$ cat src/rtl/vpl_pkg.sv
package vpl_pkg;

    typedef enum logic [1:0] {
        OP_HOLD  = 2'd0,
        OP_CLEAR = 2'd1,
        OP_SHIFT = 2'd2
    } scan_op_e;

    // Capture takes precedence; nothing happens unless the register is selected.
    function automatic scan_op_e decode_op(input logic sel_i,
                                           input logic cap_i,
                                           input logic sh_i);
        scan_op_e op;
        if (!sel_i)     op = OP_HOLD;
        else if (cap_i) op = OP_CLEAR;
        else if (sh_i)  op = OP_SHIFT;
        else            op = OP_HOLD;
        return op;
    endfunction

endpackage

$ cat src/rtl/vpl_bit_counter.sv
module vpl_bit_counter
    import vpl_pkg::*;
#(
    parameter int BYTE_W = 8
) (
    input  logic     clk,
    input  logic     rst_n,
    input  scan_op_e op,
    output logic     byte_done
);
    localparam int CNT_W = (BYTE_W > 1) ? $clog2(BYTE_W) : 1;
    localparam logic [CNT_W-1:0] LAST = CNT_W'(BYTE_W - 1);

    typedef struct packed {
        logic [CNT_W-1:0] cnt;
    } cnt_state_t;

    cnt_state_t st_d, st_q;

    always_comb begin
        st_d      = st_q;
        byte_done = 1'b0;
        case (op)
            OP_CLEAR: st_d.cnt = '0;
            OP_SHIFT: begin
                byte_done = (st_q.cnt == LAST);
                st_d.cnt  = byte_done ? '0 : st_q.cnt + 1'b1;
            end
            default: ;
        endcase
    end

    always_ff @(posedge clk or negedge rst_n) begin
        if (!rst_n) st_q <= '0;
        else        st_q <= st_d;
    end

    AST_CNT_STEP: assert property (@(posedge clk) disable iff (!rst_n)
        (op == OP_SHIFT && st_q.cnt != LAST) |=> (st_q.cnt == $past(st_q.cnt) + 1'b1));
    AST_CNT_HOLD: assert property (@(posedge clk) disable iff (!rst_n)
        (op == OP_HOLD) |=> $stable(st_q.cnt));

endmodule

$ cat src/rtl/vpl_byte_addr.sv
module vpl_byte_addr
    import vpl_pkg::*;
#(
    parameter int PAGE_BYTES = 128
) (
    input  logic                          clk,
    input  logic                          rst_n,
    input  scan_op_e                      op,
    input  logic                          advance,
    output logic [$clog2(PAGE_BYTES)-1:0] addr,
    output logic                          full
);
    localparam int ADDR_W = $clog2(PAGE_BYTES);
    localparam logic [ADDR_W-1:0] TOP = ADDR_W'(PAGE_BYTES - 1);

    typedef struct packed {
        logic [ADDR_W-1:0] addr;
        logic              full;
    } addr_state_t;

    addr_state_t st_d, st_q;

    always_comb begin
        st_d = st_q;
        if (op == OP_CLEAR) begin
            st_d.addr = '0;
            st_d.full = 1'b0;
        end else if (advance && !st_q.full) begin
            if (st_q.addr == TOP) st_d.full = 1'b1;
            else                  st_d.addr = st_q.addr + 1'b1;
        end
    end

    always_ff @(posedge clk or negedge rst_n) begin
        if (!rst_n) st_q <= '0;
        else        st_q <= st_d;
    end

    assign addr = st_q.addr;
    assign full = st_q.full;

    AST_ADDR_STEP: assert property (@(posedge clk) disable iff (!rst_n)
        (op != OP_CLEAR && advance && !st_q.full && st_q.addr != TOP)
            |=> (st_q.addr == $past(st_q.addr) + 1'b1));
    AST_ADDR_REWIND: assert property (@(posedge clk) disable iff (!rst_n)
        (op == OP_CLEAR) |=> (st_q.addr == '0 && !st_q.full));
    AST_ADDR_SATURATE: assert property (@(posedge clk) disable iff (!rst_n)
        (st_q.full && op != OP_CLEAR) |=> $stable(st_q.addr));

endmodule

$ cat src/rtl/vpl_chain.sv
module vpl_chain
    import vpl_pkg::*;
#(
    parameter int PAGE_BITS = 1024,
    parameter int BYTE_W    = 8
) (
    input  logic                                   tck,
    input  logic                                   rst_n,
    input  logic                                   sel,
    input  logic                                   capture_dr,
    input  logic                                   shift_dr,
    input  logic                                   update_dr,
    input  logic                                   tdi,
    output logic                                   tdo,
    output logic                                   pg_wr,
    output logic [$clog2(PAGE_BITS/BYTE_W)-1:0]    pg_addr,
    output logic [BYTE_W-1:0]                      pg_data
);
    localparam int PAGE_BYTES = PAGE_BITS / BYTE_W;
    localparam int ADDR_W     = $clog2(PAGE_BYTES);

    typedef struct packed {
        logic [BYTE_W-1:0] sh;
        logic              wr;
        logic [ADDR_W-1:0] addr;
        logic [BYTE_W-1:0] data;
    } chain_state_t;

    chain_state_t st_d, st_q;
    scan_op_e     op;
    logic         byte_done;
    logic [ADDR_W-1:0] cur_addr;
    logic         page_full;
    logic [BYTE_W-1:0] sh_next;

    assign op = decode_op(sel, capture_dr, shift_dr);

    vpl_bit_counter #(.BYTE_W(BYTE_W)) u_bits (
        .clk       (tck),
        .rst_n     (rst_n),
        .op        (op),
        .byte_done (byte_done)
    );

    vpl_byte_addr #(.PAGE_BYTES(PAGE_BYTES)) u_addr (
        .clk     (tck),
        .rst_n   (rst_n),
        .op      (op),
        .advance (byte_done),
        .addr    (cur_addr),
        .full    (page_full)
    );

    // New bits enter at the top, so the first bit of a byte lands in bit 0.
    assign sh_next = {tdi, st_q.sh[BYTE_W-1:1]};

    always_comb begin
        st_d    = st_q;
        st_d.wr = 1'b0;
        case (op)
            OP_CLEAR: st_d.sh = '0;
            OP_SHIFT: begin
                st_d.sh = sh_next;
                if (byte_done && !page_full) begin
                    st_d.wr   = 1'b1;
                    st_d.addr = cur_addr;
                    st_d.data = sh_next;
                end
            end
            default: ;
        endcase
    end

    always_ff @(posedge tck or negedge rst_n) begin
        if (!rst_n) st_q <= '0;
        else        st_q <= st_d;
    end

    assign tdo     = st_q.sh[0];
    assign pg_wr   = st_q.wr;
    assign pg_addr = st_q.addr;
    assign pg_data = st_q.data;

    AST_WR_SINGLE: assert property (@(posedge tck) disable iff (!rst_n)
        pg_wr |=> !pg_wr);
    AST_NO_WR_WHEN_FULL: assert property (@(posedge tck) disable iff (!rst_n)
        (page_full && !(sel && capture_dr)) |=> !pg_wr);
    AST_UPDATE_INERT: assert property (@(posedge tck) disable iff (!rst_n)
        (sel && update_dr && !shift_dr && !capture_dr) |=> (!pg_wr && $stable(st_q.sh)));
    AST_WR_NEEDS_SHIFT: assert property (@(posedge tck) disable iff (!rst_n)
        !(sel && shift_dr && !capture_dr) |=> !pg_wr);

endmodule

$ cat config.mk
export PLATFORM = sky130hd
export DESIGN_NAME = vpl_chain
export DESIGN_NICKNAME = d
export VERILOG_FILES = /design/src/rtl/vpl_pkg.sv /design/src/rtl/vpl_bit_counter.sv /design/src/rtl/vpl_byte_addr.sv /design/src/rtl/vpl_chain.sv
export SDC_FILE = /design/constraint.sdc
export NUM_CORES = 1
export LEC_CHECK = 0
export ABC_AREA = 1
export BUFFER_PORTS_ARGS = -buffer_cell sky130_fd_sc_hd__buf_2
export CAP_MARGIN = 20
export CORE_ASPECT_RATIO = 1.25
export CORE_MARGIN = 1
export CORE_UTILIZATION = 37
export DETAILED_ROUTE_END_ITERATION = 12
export GPL_TIMING_DRIVEN = 0
export SYNTH_ARGS = -nofsm -noshare
export SYNTH_HDL_FRONTEND = slang
export SYNTH_SLANG_ARGS = --single-unit
$ cat constraint.sdc
create_clock -name tck -period 2.2 [get_ports tck]
set_clock_uncertainty 0.15 [all_clocks]
set_input_delay 0.11 -clock tck [delete_from_list [all_inputs] [get_ports tck]]
set_output_delay 0.11 -clock tck [all_outputs]
set_load 0.02 [all_outputs]
# --- Word-level counts from Yosys, hierarchy flattened ---
# Index checks and enable logic that the tools add are counted.
op_classes:
  reduce_logical: 8
  n_shift: 0
  order_cmp: 0
  eq_ne: 5
  mul: 0
  bitwise_logic: 0
  div: 0
  n_addsub: 2
  mux: 13
op_table:
  columns: ["op", "n"]
  rows:
  - ["2-to-1 mux 16 bit", 2]
  - ["2-to-1 mux 8 bit", 2]
  - ["one-hot mux 8 bit (2 select lines)", 1]
  - ["adder 7 x 1 -> 7 bit (second input constant)", 1]
  - ["equality test 7 bit (second input constant)", 1]
  - ["2-to-1 mux 7 bit", 1]
  - ["2-to-1 mux 2 bit", 3]
  - ["one-hot mux 3 bit (2 select lines)", 1]
  - ["AND reduction 2 bit", 3]
  - ["nonzero test 2 bit", 3]
  - ["adder 3 x 1 -> 3 bit (second input constant)", 1]
  - ["equality test 3 bit (second input constant)", 1]
  - ["2-to-1 mux 3 bit", 1]
  - ["equality test 2 x 1 -> 1 bit (second input constant)", 1]
  - ["equality test 2 bit (second input constant)", 1]
  - ["2-to-1 mux 1 bit", 2]
  - ["!= test 2 x 1 -> 1 bit (second input constant)", 1]
  - ["logical AND 1 bit", 1]
  - ["logical NOT 1 bit", 1]
word_totals:
  latch_bits: 0
  mem_bits_rw: 0
  output_inout_bits: 17
  mem_count: 0
  rom_bits: 0
  elab_cells: 35
  ff_bits: 35
  in_bits: 7

# --- Depth between registers and ports, before layout ---
# Gate-level depths: netlist of run 1.
depth:
  word_depth: 8
  mapped_depth: 8
  depth_no_buf: 7

# --- Modules after synthesis ---
# A second synthesis of run 1 with hierarchy kept.
unflattened:
  hier_cells: 200
  area_unflattened_um2: 1684.1
modules_own_cells:
  columns: ["module", "n_inst", "cells_each", "area_each_um2", "seq_area_each_um2"]
  rows:
  - ["vpl_chain", 1, 109, 1012.2, 600.6]
  - ["vpl_byte_addr", 1, 68, 493.0, 200.2]
  - ["vpl_bit_counter", 1, 23, 178.9, 75.1]

# --- Worst setup path after synthesis of run 1 ---
# No wires, ideal clock.
synth_path:
  path_type: "register to register"
  startpoint: "reg u_bits.st_q[0] (netlist bit)"
  endpoint: "reg st_q (netlist bit pg_addr[3])"
  path_buffers: 2
  slack_ps: 675
  stages_incl_launch_ff: 8
  arrival_ps: 1299
  period_less_slack_ps: 1525
  setup_ps: 77
  required_ps: 1973
  path_cell_list: "dfrtp_1 ha_1 ha_1 nand3_2 buf_2 buf_6 nand2_1 o21ai_1"
synth_between:
  elab_chain_len: 4
synth_lines:
  columns: ["element", "line", "source"]
  rows:
  - ["start: declaration", "vpl_bit_counter.sv:18", "cnt_state_t st_d, st_q;"]
  - ["start signal: assignment", "vpl_bit_counter.sv:35", "else st_q <= st_d;"]
  - ["equality test 3 bit", "vpl_bit_counter.sv:26", "byte_done = (st_q.cnt == LAST);"]
  - ["2-to-1 mux 1 bit", "vpl_bit_counter.sv:23", "case (op)"]
  - ["logical AND 1 bit", "vpl_chain.sv:64", "if (byte_done && !page_full) begin"]
  - ["AND reduction 2 bit (no line)", null, null]
  - ["end signal: assignment", "vpl_chain.sv:76", "else st_q <= st_d;"]
  - ["end: declaration", "vpl_chain.sv:29", "chain_state_t st_d, st_q;"]
# Every way passes these cells.
# A chain may end at the register's enable or synchronous reset.

# --- Worst setup path in the final report of run 1 ---
layout_path:
  startpoint: "reg u_bits.st_q[0] (netlist bit)"
  endpoint: "reg st_q (netlist bit pg_data[5])"
# Same word-level chain as after synthesis.

==> qor.yml, run 1 <==
status: "finished clean"
setup_tns_ns: 0
report.final.slew_viol_count: 0
die_h_um: 72.21
cts_tree: "yes"
routed_wl_um: 2879
grt_use_met1: 0.1758
place_area_mm2: 0.001637
maxCapViolations: 0
grt.met2_usage: 0.2784
critPathArrivalTime_ns: 1.73
ios: 24
design_area_mm2: 0.001750
max_stage_delay_ns: 0.40
area_growth_pct: 19.98
ys.warnings.count: 0
grt_pass1_wl_um: 4961
globalRouteOverflowTotal: 0
cts_sinks: 35
rows: 25
cts_buffers: 5
portBuffers: 22
via_count: 1145
hold_path.class: "input pin to register"
clock.fmax_mhz: 580.4
startpoint: "u_bits.st_q[0]$_DFFE_PN0P_"
cpMostUsedCell: "ha_1"
worstSetupPathType: "register to register"
r2r_cells: 5
ctsRootBufferMaster: "clkbuf_8"
max_slew_margin: 0.4874
dieArea_mm2: 0.004200
finalHoldViolations: 0
met3_usage: 0.04813
rr_endpoint: "pg_data[5]$_DFFE_PN0P_"
power_mw: 1.145
reg2reg_from: "u_bits.st_q[0]$_DFFE_PN0P_"
first_iter_violations: 25
cp-start-kind: "register"
antenna-diode-count: 0
synthCells: 158
post-place-ws_ns: 0.4620
cp_slowest_cell: "dfrtp_1"
drt-wirelength-per-cell_um: 11.75
critical_path_depth: 5
crit_required_ns: 2.21
grt_pass1_vias: 1106
routabilityCongestion: 0.7907
start_util: 0.3855
path_cells: "ha_1 -> ha_1 -> nand3_2 -> clkbuf_1 -> o21ai_0"
synth_nets: 168
top_usage_layer: "met2"
drive_gt1_frac: 0.1937
grt_max_degree: 36
power.density_mw_per_mm2: 654.0
syn_area_mm2: 0.001459
coreArea_mm2: 0.003785
htree_levels: 2
fin_nets: 200
ys_seq_area_frac: 0.6003
antenna_found_initial: 0
p_leak_nw: 0.9470
peakVddDrop_mv: 0.2405
endpoint: "pg_data[5]$_DFFE_PN0P_"
track_usage: 0.1591
cp_max_fo: 10
viasPerCell: 4.673
rsz0062_at_grt: "false"
drcViolationCount: 0
clockBufferDepth: 2
finalSetupViolCount: 0
utilization: 0.4625
worstSkewPairLatency_ns: 0.29
cp_top_family: "adder cells"
ys_ff_latch: 35
die-width_um: 58.17
period_needed_ns: 1.723
dp_hpwl_um: 2067
dr.pass1.iters: 5
end_kind: "register"
yosys.cell_types.count: 21
clk_pin_slew_worst_paths_ns: 0.07
synth_area_per_cell_um2: 9.234
worst_slack_ns: 0.4770
reg2reg_slack_ns: 0.48
worst_slew_pin_slew_ns: 0.7688
finalCritPeriodShare: 0.7832
path_buf_inv: 1
detail-route-antenna-nets: 0
==> stage by stage <==
step / hold WS, ns / instances
after floorplan: -0.3356 / 158
after global placement: 0.06778 / 234
after detailed placement: 0.07927 / 234
after CTS: 0.01866 / 245
after global routing: 0.03878 / 245
final: 0.03090 / 245
==> power by group <==
part           total, mW  internal, mW  leakage (nW)  switching [mW]
Combinational     0.0474        0.0141         0.412          0.0333
Sequential         0.653         0.649         0.487         0.00342
Clock              0.445         0.216        0.0477           0.228
==> sequential cells by signal (all words and copies together), names as in the netlist <==
name,flops
pg_data,8
pg_addr,7
sh_next,7
u_addr.addr,7
u_bits.st_q,3
pg_wr,1
tdo,1
u_addr.full,1
==> metal layers <==
layer  wire [um]  share of wire  up-vias
met3          86          0.030        5
met2        1500           0.52       17
met4          57          0.020        0
met5           0              0        -
li1            -              -      575
met1        1234           0.43      548
==> cell usage after synthesis <==
master	n	share of area
a21oi_1	2	0.0069
buf_2	2	0.0069
buf_6	1	0.0077
clkbuf_1	1	0.0026
clkinv_1	1	0.0026
dfrtp_1	35	0.60
ha_1	3	0.026
inv_1	18	0.046
inv_2	1	0.0026
nand2_1	49	0.13
nand2_2	1	0.0043
nand3_1	14	0.048
nand3_2	1	0.0069
nand4_1	2	0.0086
nor2_1	3	0.0077
nor2_4	1	0.0077
o21ai_0	4	0.014
o21ai_1	10	0.034
o22ai_1	7	0.030
o31ai_1	1	0.0051
xor2_1	1	0.0060
==> what timing repair did <==
action | 4_1_cts | 5_1_grt
resized for setup | 0 | 0
setup endpoints to repair | 0 | 0
endpoints found under the hold margin | 39 | 0
hold buffers | 3 | 0
setup buffers | 0 | 0
==> cells by family (layout without fill, tap and decap cells) <==
logic type	after synthesis	after routing	share of synthesized area
AOI/OAI and AO/OA	24	24	0.09005
and+or+nand+nor	71	71	0.2093
buffers and inverters	24	57	0.06860
xor gates and xnor gates	1	1	0.006005
adders and majority gates	3	3	0.02573
DFF	35	35	0.6003
==> cell usage in the layout (no fill, tap or decap) <==
cell / count
o21ai_1: 10
a21oi_1: 2
nand3_1: 14
buf_6: 1
dfrtp_1: 35
o21ai_0: 4
nor2_1: 3
clkbuf_1: 1
dlygate4sd3_1: 3
o22ai_1: 7
nand4_1: 2
clkinv_1: 1
nand2_2: 1
nand2_1: 49
nand3_2: 1
inv_1: 18
clkbuf_8: 5
clkinv_2: 3
inv_2: 1
o31ai_1: 1
buf_2: 24
ha_1: 3
nor2_4: 1
xor2_1: 1
==> worst min-delay path by stage <==
| stage | from | endpoint | slack (ns) | cells after the start |
|---|---|---|---|---|
| after CTS | shift_dr | u_bits.st_q[1]$_DFFE_PN0P_ | 0.02 | 4 |
| after global routing | shift_dr | u_bits.st_q[1]$_DFFE_PN0P_ | 0.04 | 4 |
| after global placement | rst_n | sh_next[0]$_DFFE_PN0P_ | 0.07 | 1 |
| after floorplan | rst_n | pg_addr[0]$_DFFE_PN0P_ | -0.34 | 0 |
| final | shift_dr | u_bits.st_q[1]$_DFFE_PN0P_ | 0.03 | 4 |
| after detailed placement | rst_n | tdo$_DFFE_PN0P_ | 0.08 | 1 |
==> cell type report <==
class,count,area (um^2)
plain buffers,4,25.02
repair buffers,25,140.1
clock buffers,5,68.82
multi-input cells,99,483.0
flip-flops and latches,35,875.8
inverters,20,75.07
well taps,54,67.56
fillers,395,2034
clock inverters,3,15.01
==> worst min-delay path: cells and delay by family <==
family        cells  cell delay, ns
buf+inv           1            0.08
simple gates      3            0.24
Note: power is estimated with default switching activity, not from simulation.
==> inputs of run 2 (changes only) <==
--- a/config.mk
+++ b/config.mk
@@ -5,7 +5,7 @@
 export SDC_FILE = /design/constraint.sdc
 export NUM_CORES = 1
 export LEC_CHECK = 0
-export ABC_AREA = 1
+export ABC_AREA = 0
 export BUFFER_PORTS_ARGS = -buffer_cell sky130_fd_sc_hd__buf_2
 export CAP_MARGIN = 20
 export CORE_ASPECT_RATIO = 1.25
==> constraint.sdc (replaced) <==
create_clock -name tck -period 1.7 [get_ports tck]
set_clock_uncertainty 0.15 [all_clocks]
set_input_delay 0.085 -clock tck [delete_from_list [all_inputs] [get_ports tck]]
set_output_delay 0.085 -clock tck [all_outputs]
set_load 0.02 [all_outputs]
==> run 2 against run 1 <==
Net effect: the run now ends with DRC left; clock power up 65%; register-to-register slack got worse by 0.42 ns; sequential share of layout area is 2.8 points lower; via count is 5.2% lower; count of clock-buffer cells in the layout is the same; wire length is 2.2% lower; worst setup slack got worse by 0.42 ns; area after synthesis shrank 0.94%; die area fell by 0.91%; total power rose by 44%.
==> qor.yml, run 2 <==
status: "complete, but fails checks"
violations: "DRC"
ctsRootBufferMaster: "clkbuf_8"
synthCells: 133  # -16%
routabilityCongestion: 0.9204  # +16%
via_count: 1085  # -5.2%
worstSetupPathType: "input pin to register"
synth_edf_count: 0  # unchanged
grt_pass1_vias: 1057  # -4.4%
drt-wirelength-per-cell_um: 13.34  # +14%
cp_slowest_cell: "dlygate4sd3_1"
ys_seq_area_frac: 0.6061  # +0.005718
setup_tns_ns: 0  # unchanged
crit_required_ns: 1.71  # -0.50 ns
cp_top_family: "buffers and inverters"
synth_top_area_share: 0.6061  # +0.005718
critPathArrivalTime_ns: 1.66  # -0.07 ns
drive_gt1_frac: 0.2982  # +0.1045
grt_pass1_wl_um: 4864  # -2.0%
peakVddDrop_mv: 0.5015  # +110%
drcViolationCount: 2  # +2
clk_pin_slew_worst_paths_ns: 0.07  # about the same
die_h_um: 71.88  # -0.46%
dp_hpwl_um: 1994  # -3.6%
period_needed_ns: 1.648
mostFrequentLayoutCells: "nand2_1 (48), dfrtp_1 (35), buf_2 (23), a22o_1 (13)"
globalRouteOverflowTotal: 0  # unchanged
max_slew_margin: 0.4997  # +0.01221
detail-route-antenna-nets: 0  # unchanged
area_growth_pct: 28.31
fin_nets: 180  # -10%
end_kind: "register"
synth.top_cells.by_count: "nand2_1 (48), dfrtp_1 (35), a22o_1 (13)"
synth-main-ff-cell: "dfrtp_1"
synth_area_per_cell_um2: 10.87  # +18%
htree_levels: 2  # unchanged
start_util: 0.3850  # -0.0004545
dieArea_mm2: 0.004162  # -0.91%
track_usage: 0.1558  # -0.003377
p_leak_nw: 1.025  # +8.3%
finalSetupViolCount: 0  # unchanged
hold_ws_ns: 0.2525  # +0.2216 ns
cp_max_fo: 10  # unchanged
die-width_um: 57.90  # -0.46%
dr.pass1.iters: 8  # +3
finalHoldViolations: 0  # unchanged
viasPerCell: 5.142  # +10%
finalNonFillerCells: 211  # -14%
synth.largest_area_cell: "dfrtp_1"
synth_nets: 143  # -15%
ys_ff_latch: 35  # unchanged
hold_path.class: "input pin to asynchronous set/reset pin"
dp_cells: 195  # -17%
first_iter_violations: 22  # -12%
portBuffers: 22  # unchanged
worst_slack_ns: 0.05241  # -0.4246 ns
cts_buffers: 5  # unchanged
yosys.cell_count.top_type: "nand2_1"
cts_sinks: 35  # unchanged
grt_max_degree: 36  # unchanged
cp-start-kind: "input pin"
syn_area_mm2: 0.001445  # -0.94%
worst_slew_pin_slew_ns: 0.7505  # -0.01831 ns
worstSkewPairLatency_ns: 0.28  # about the same
path_cells: "dlygate4sd3_1 -> buf_2 -> and3b_2 -> nand3b_4 -> buf_6 -> o311ai_2 -> o41ai_1"
synth_area_leaders: "dfrtp_1 (61%), nand2_1 (12%), a22o_1 (7.9%)"
clock.fmax_mhz: 606.9
yosys.cell_types.count: 29  # +38%
routed_wl_um: 2815  # -2.2%
coreArea_mm2: 0.003754  # -0.83%
path_buf_inv: 3  # +2
maxCapViolations: 0  # unchanged
ys.warnings.count: 0  # unchanged
antenna_found_initial: 0  # unchanged
nFillCells: 367  # -7.1%
largest_register_ffs: 8  # unchanged
ios: 24  # unchanged
report.final.slew_viol_count: 0  # unchanged
power.density_mw_per_mm2: 889.1  # +36%
antenna-diode-count: 0  # unchanged
max_stage_delay_ns: 0.53  # +0.13 ns
cts_tree: "yes"
synth-async-reset-ratio: 1.000  # unchanged
clockBufferDepth: 2  # unchanged
final_common_cell: "nand2_1"
rows: 25  # unchanged
finalCritPeriodShare: 0.9692
post-place-ws_ns: -0.09594  # -0.5579 ns
==> run 2: changes by cell type in the layout (fill, tap and decap cells not counted), moves of 2 or more <==
cell           delta
nand4_1           -2
ha_4              +2
ha_1              -3
o22ai_1           -7
o21ai_0           -2
inv_1            -18
clkinv_2          -2
o21ai_1          -10
buf_4             +3
dlygate4sd3_1     +2
a22o_1           +13
nand3_1          -12
==> run 2: repair_timing <==
| item | CTS | global route |
|---|---|---|
| setup buffers | 2 | 1 |
| hold endpoints to repair | 39 | 0 |
| gates resized for setup | 4 | 9 |
| pin swaps | 1 | 2 |
| hold buffers | 5 | 0 |
| setup endpoints to repair | 2 | 14 |
==> run 2: logic make-up (layout without fill, tap and decap cells) <==
group           after synthesis  count (layout)  synth area share
xor+xnor                      2               2           0.01212
buf+inv                       7              45           0.02771
simple gates                 62              62            0.1896
compound gates               23              23            0.1307
flops                        35              35            0.6061
mux                           1               1          0.007792
fa+ha+maj                     3               3           0.02598
==> run 2: area by class of cell <==
type / count / area (um^2) / area share
plain buffers: 6 / 42.54 / 0.02294
clock buffers: 5 / 68.82 / 0.03711
clock inverters: 3 / 43.79 / 0.02362
inverters: 1 / 3.754 / 0.002024
multi-input cells: 91 / 586.8 / 0.3165
flip-flops and latches: 35 / 875.8 / 0.4723
well taps: 40 / 50.05 / 0.02699
repair buffers: 30 / 182.7 / 0.09852
==> run 2: path summary, 6_finish.rpt <==
kind / from / endpoint / slack (ns) / depth (start not counted)
max reg2reg: u_addr.addr[0]$_DFFE_PN0P_ / u_addr.addr[5]$_DFFE_PN0P_ / 0.06 / 5
min: rst_n / pg_addr[1]$_DFFE_PN0P_ / 0.25 / 2
min in group tck: pg_data[1]$_DFFE_PN0P_ / pg_data[1]$_DFFE_PN0P_ / 0.32 / 2
min reg2reg: pg_data[1]$_DFFE_PN0P_ / pg_data[1]$_DFFE_PN0P_ / 0.32 / 2
max: capture_dr / u_addr.addr[3]$_DFFE_PN0P_ / 0.05 / 7
max in group asynchronous: rst_n / u_addr.addr[5]$_DFFE_PN0P_ / 0.67 / 2
==> run 2: power breakdown <==
group | switching [mW] | internal (mW)
clock | 0.298 | 0.436
combinational | 0.0378 | 0.0261
sequential | 0.00831 | 0.842
total | 0.345 | 1.30
==> run 2: worst reg2reg max path, cell delays in order, from the launching register on <==
cell     delay (ns)
dfrtp_1        0.40
ha_4           0.17
nand3_2        0.10
or2_4          0.27
and4_4         0.18
a211o_1        0.27
==> run 2: metal layers <==
layer,track usage,routed length [um],up-vias
li1,-,-,536
met1,0.2040,1322,521
met2,0.2427,1361,26
met3,0.05415,113,2
met4,0.04762,17,0
met5,0,0,-
==> run 2: metrics by stage <==
stage / area (um^2) / util / power, mW
after global placement: 1605 / 0.4277 / 0.9173
after global routing: 1854 / 0.4940 / 1.713
after CTS: 1799 / 0.4793 / 1.663
after detailed placement: 1605 / 0.4277 / 0.9207
after floorplan: 1445 / - / 0.8869
final: 1854 / 0.4940 / 1.649
==> inputs of run 3 (changes only) <==
==> constraint.sdc (replaced) <==
create_clock -name tck -period 1.9 [get_ports tck]
set_clock_uncertainty 0.15 [all_clocks]
set_input_delay 0.095 -clock tck [delete_from_list [all_inputs] [get_ports tck]]
set_output_delay 0.095 -clock tck [all_outputs]
set_load 0.02 [all_outputs]
==> run 3 against run 2 <==
Net effect: the run still ends with DRC left; non-clock buffer count fell by 4; flip-flop and latch count stayed put; via count shrank 2.3%; critical endpoint is now u_addr.addr[6]$_DFFE_PN0P_; critical path type is now register to register; sequential power is 11% lower; die area stayed put; clock power down 11%.
==> qor.yml, run 3 (same netlist as run 2, synthesis figures left out) <==
maxCapViolations: 0  # unchanged
viasPerCell: 5.121  # -0.42%
clock.fmax_mhz: 548.4
grt_pass1_vias: 1053  # -0.38%
cp_slowest_cell: "dfrtp_1"
end_kind: "register"
max_slew_margin: 0.5033  # +0.003628
reg2reg_from: "u_bits.st_q[0]$_DFFE_PN0P_"
largest_register_ffs: 8  # unchanged
report.final.slew_viol_count: 0  # unchanged
fin_nets: 176  # -2.2%
final_common_cell: "nand2_1"
track_usage: 0.1546  # -0.001134
globalRouteOverflowTotal: 0  # unchanged
start_util: 0.3850  # unchanged
hold_path.class: "input pin to register"
die_h_um: 71.88  # unchanged
holdBufCountCts: 4  # -1
detail-route-antenna-nets: 0  # unchanged
drcViolationCount: 2  # unchanged
setup_tns_ns: 0  # unchanged
seqCellArea_um2: 875.8  # unchanged
dieArea_mm2: 0.004162  # unchanged
rsz0062_at_grt: "false"
antenna_found_initial: 0  # unchanged
rr_endpoint: "u_addr.addr[6]$_DFFE_PN0P_"
die-width_um: 57.90  # unchanged
antenna-diode-count: 0  # unchanged
startpoint: "u_bits.st_q[0]$_DFFE_PN0P_"
reg2reg_slack_ns: 0.08  # +0.02 ns
portBuffers: 22  # unchanged
cts_sinks: 35  # unchanged
power.density_mw_per_mm2: 836.0  # -6.0%
period_needed_ns: 1.823
area_growth_pct: 21.65
peakVddDrop_mv: 0.4483  # -11%
status: "complete, but fails checks"
cts_resized: 0  # -4
hp-start: "shift_dr"
finalSetupViolCount: 0  # unchanged
grt_pass1_wl_um: 4830  # -0.70%
dp_hpwl_um: 1994  # unchanged
grt_max_degree: 36  # unchanged
nFillCells: 379  # +3.3%
clockBufferDepth: 2  # unchanged
finalHoldViolations: 0  # unchanged
rows: 25  # unchanged
htree_levels: 2  # unchanged
critPathArrivalTime_ns: 1.83  # +0.17 ns
r2r_cells: 7  # +2
p_leak_nw: 0.9787  # -4.5%
cts_tree: "yes"
worst_slew_pin_slew_ns: 0.7451  # -0.005443 ns
cpMostUsedCell: "ha_1"
drive_gt1_frac: 0.2455  # -0.05274
design_area_mm2: 0.001758  # -5.2%
path_cells: "ha_1 -> ha_1 -> nand3b_2 -> inv_2 -> buf_4 -> a41oi_1 -> a21oi_1"
violations: "DRC"
worstSetupPathType: "register to register"
finalCritPeriodShare: 0.9597
routabilityCongestion: 0.9204  # unchanged
ctsRootBufferMaster: "clkbuf_8"
drt-wirelength-per-cell_um: 13.25  # -0.71%
place_area_mm2: 0.001605  # unchanged
cp_max_fo: 10  # unchanged
post_cts_buffers: 0  # -2
multiInputGateArea_um2: 529.3  # -9.8%
clk_pin_slew_worst_paths_ns: 0.07  # about the same
ios: 24  # unchanged
worstHoldEndpoint: "u_addr.full$_DFFE_PN0P_"
worstHoldPathCells: 3
dr.pass1.iters: 8  # unchanged
max_stage_delay_ns: 0.41  # -0.12 ns
coreArea_mm2: 0.003754  # unchanged
cts_buffers: 5  # unchanged
first_iter_violations: 46  # +110%
post-place-ws_ns: 0.1041  # +0.2000 ns
worst_slack_ns: 0.07656  # +0.02415 ns
crit_required_ns: 1.91  # +0.20 ns
via_count: 1060  # -2.3%
mostFrequentLayoutCells: "nand2_1 (48), dfrtp_1 (35), buf_2 (24), a22o_1 (13), clkbuf_8 (5)"
worstSkewPairLatency_ns: 0.29  # about the same
routed_wl_um: 2742  # -2.6%
cp-start-kind: "register"
==> run 3: through the flow <==
step	std cells	hold WS [ns]	total power, mW	utilization
floorplan	133	-0.3506	0.7936	-
global placement	195	0.05378	0.8208	0.4277
detailed placement	195	0.06514	0.8238	0.4277
global route	207	0.05683	1.528	0.4683
CTS	207	0.006296	1.486	0.4683
finish	207	0.007665	1.470	0.4683
==> run 3: metal layers <==
metal  global-route usage  vias up  routed length (um)
li1                     -      523                   -
met1               0.2005      506                1254
met2               0.2427       29                1336
met3              0.05415        2                 133
met4              0.04762        0                  17
met5                    0        -                   0
==> run 3: power breakdown <==
part / switching (mW) / total, mW / leakage (nW) / internal, mW
Combinational: 0.0325 / 0.0534 / 0.434 / 0.0209
Clock: 0.266 / 0.656 / 0.0581 / 0.390
Sequential: 0.00680 / 0.760 / 0.487 / 0.753
==> run 3: how the worst max path moves through the flow <==
stage	depth (start not counted)	slack [ns]	end
3_3_place_gp	7	0.19	u_addr.addr[6]$_DFFE_PN0P_
4_1_cts	7	0.08	u_addr.addr[6]$_DFFE_PN0P_
3_5_place_dp	7	0.10	u_addr.addr[6]$_DFFE_PN0P_
5_1_grt	7	0.01	u_addr.addr[6]$_DFFE_PN0P_
2_1_floorplan	5	0.26	u_addr.addr[5]$_DFFE_PN0P_
6_report	7	0.08	u_addr.addr[6]$_DFFE_PN0P_
==> run 3: final cells by class <==
cell class | instances | share of cell area
Tap cell | 40 | 0.02847
Sequential cell | 35 | 0.4982
Clock inverter | 3 | 0.02491
Inverter | 1 | 0.002135
Timing Repair Buffer | 26 | 0.08541
Multi-Input combinational cell | 91 | 0.3011
Clock buffer | 5 | 0.03915
Buffer | 6 | 0.02064
==> run 3: worst max-delay path, delay by kind of cell, from the launching register on <==
kind / cells / cell delay [ns]
adder cells (fa/ha/maj): 2 / 0.42
flip-flops: 1 / 0.41
AO/OA/AOI/OAI: 2 / 0.36
buffers and inverters: 2 / 0.24
AND/OR/NAND/NOR: 1 / 0.12
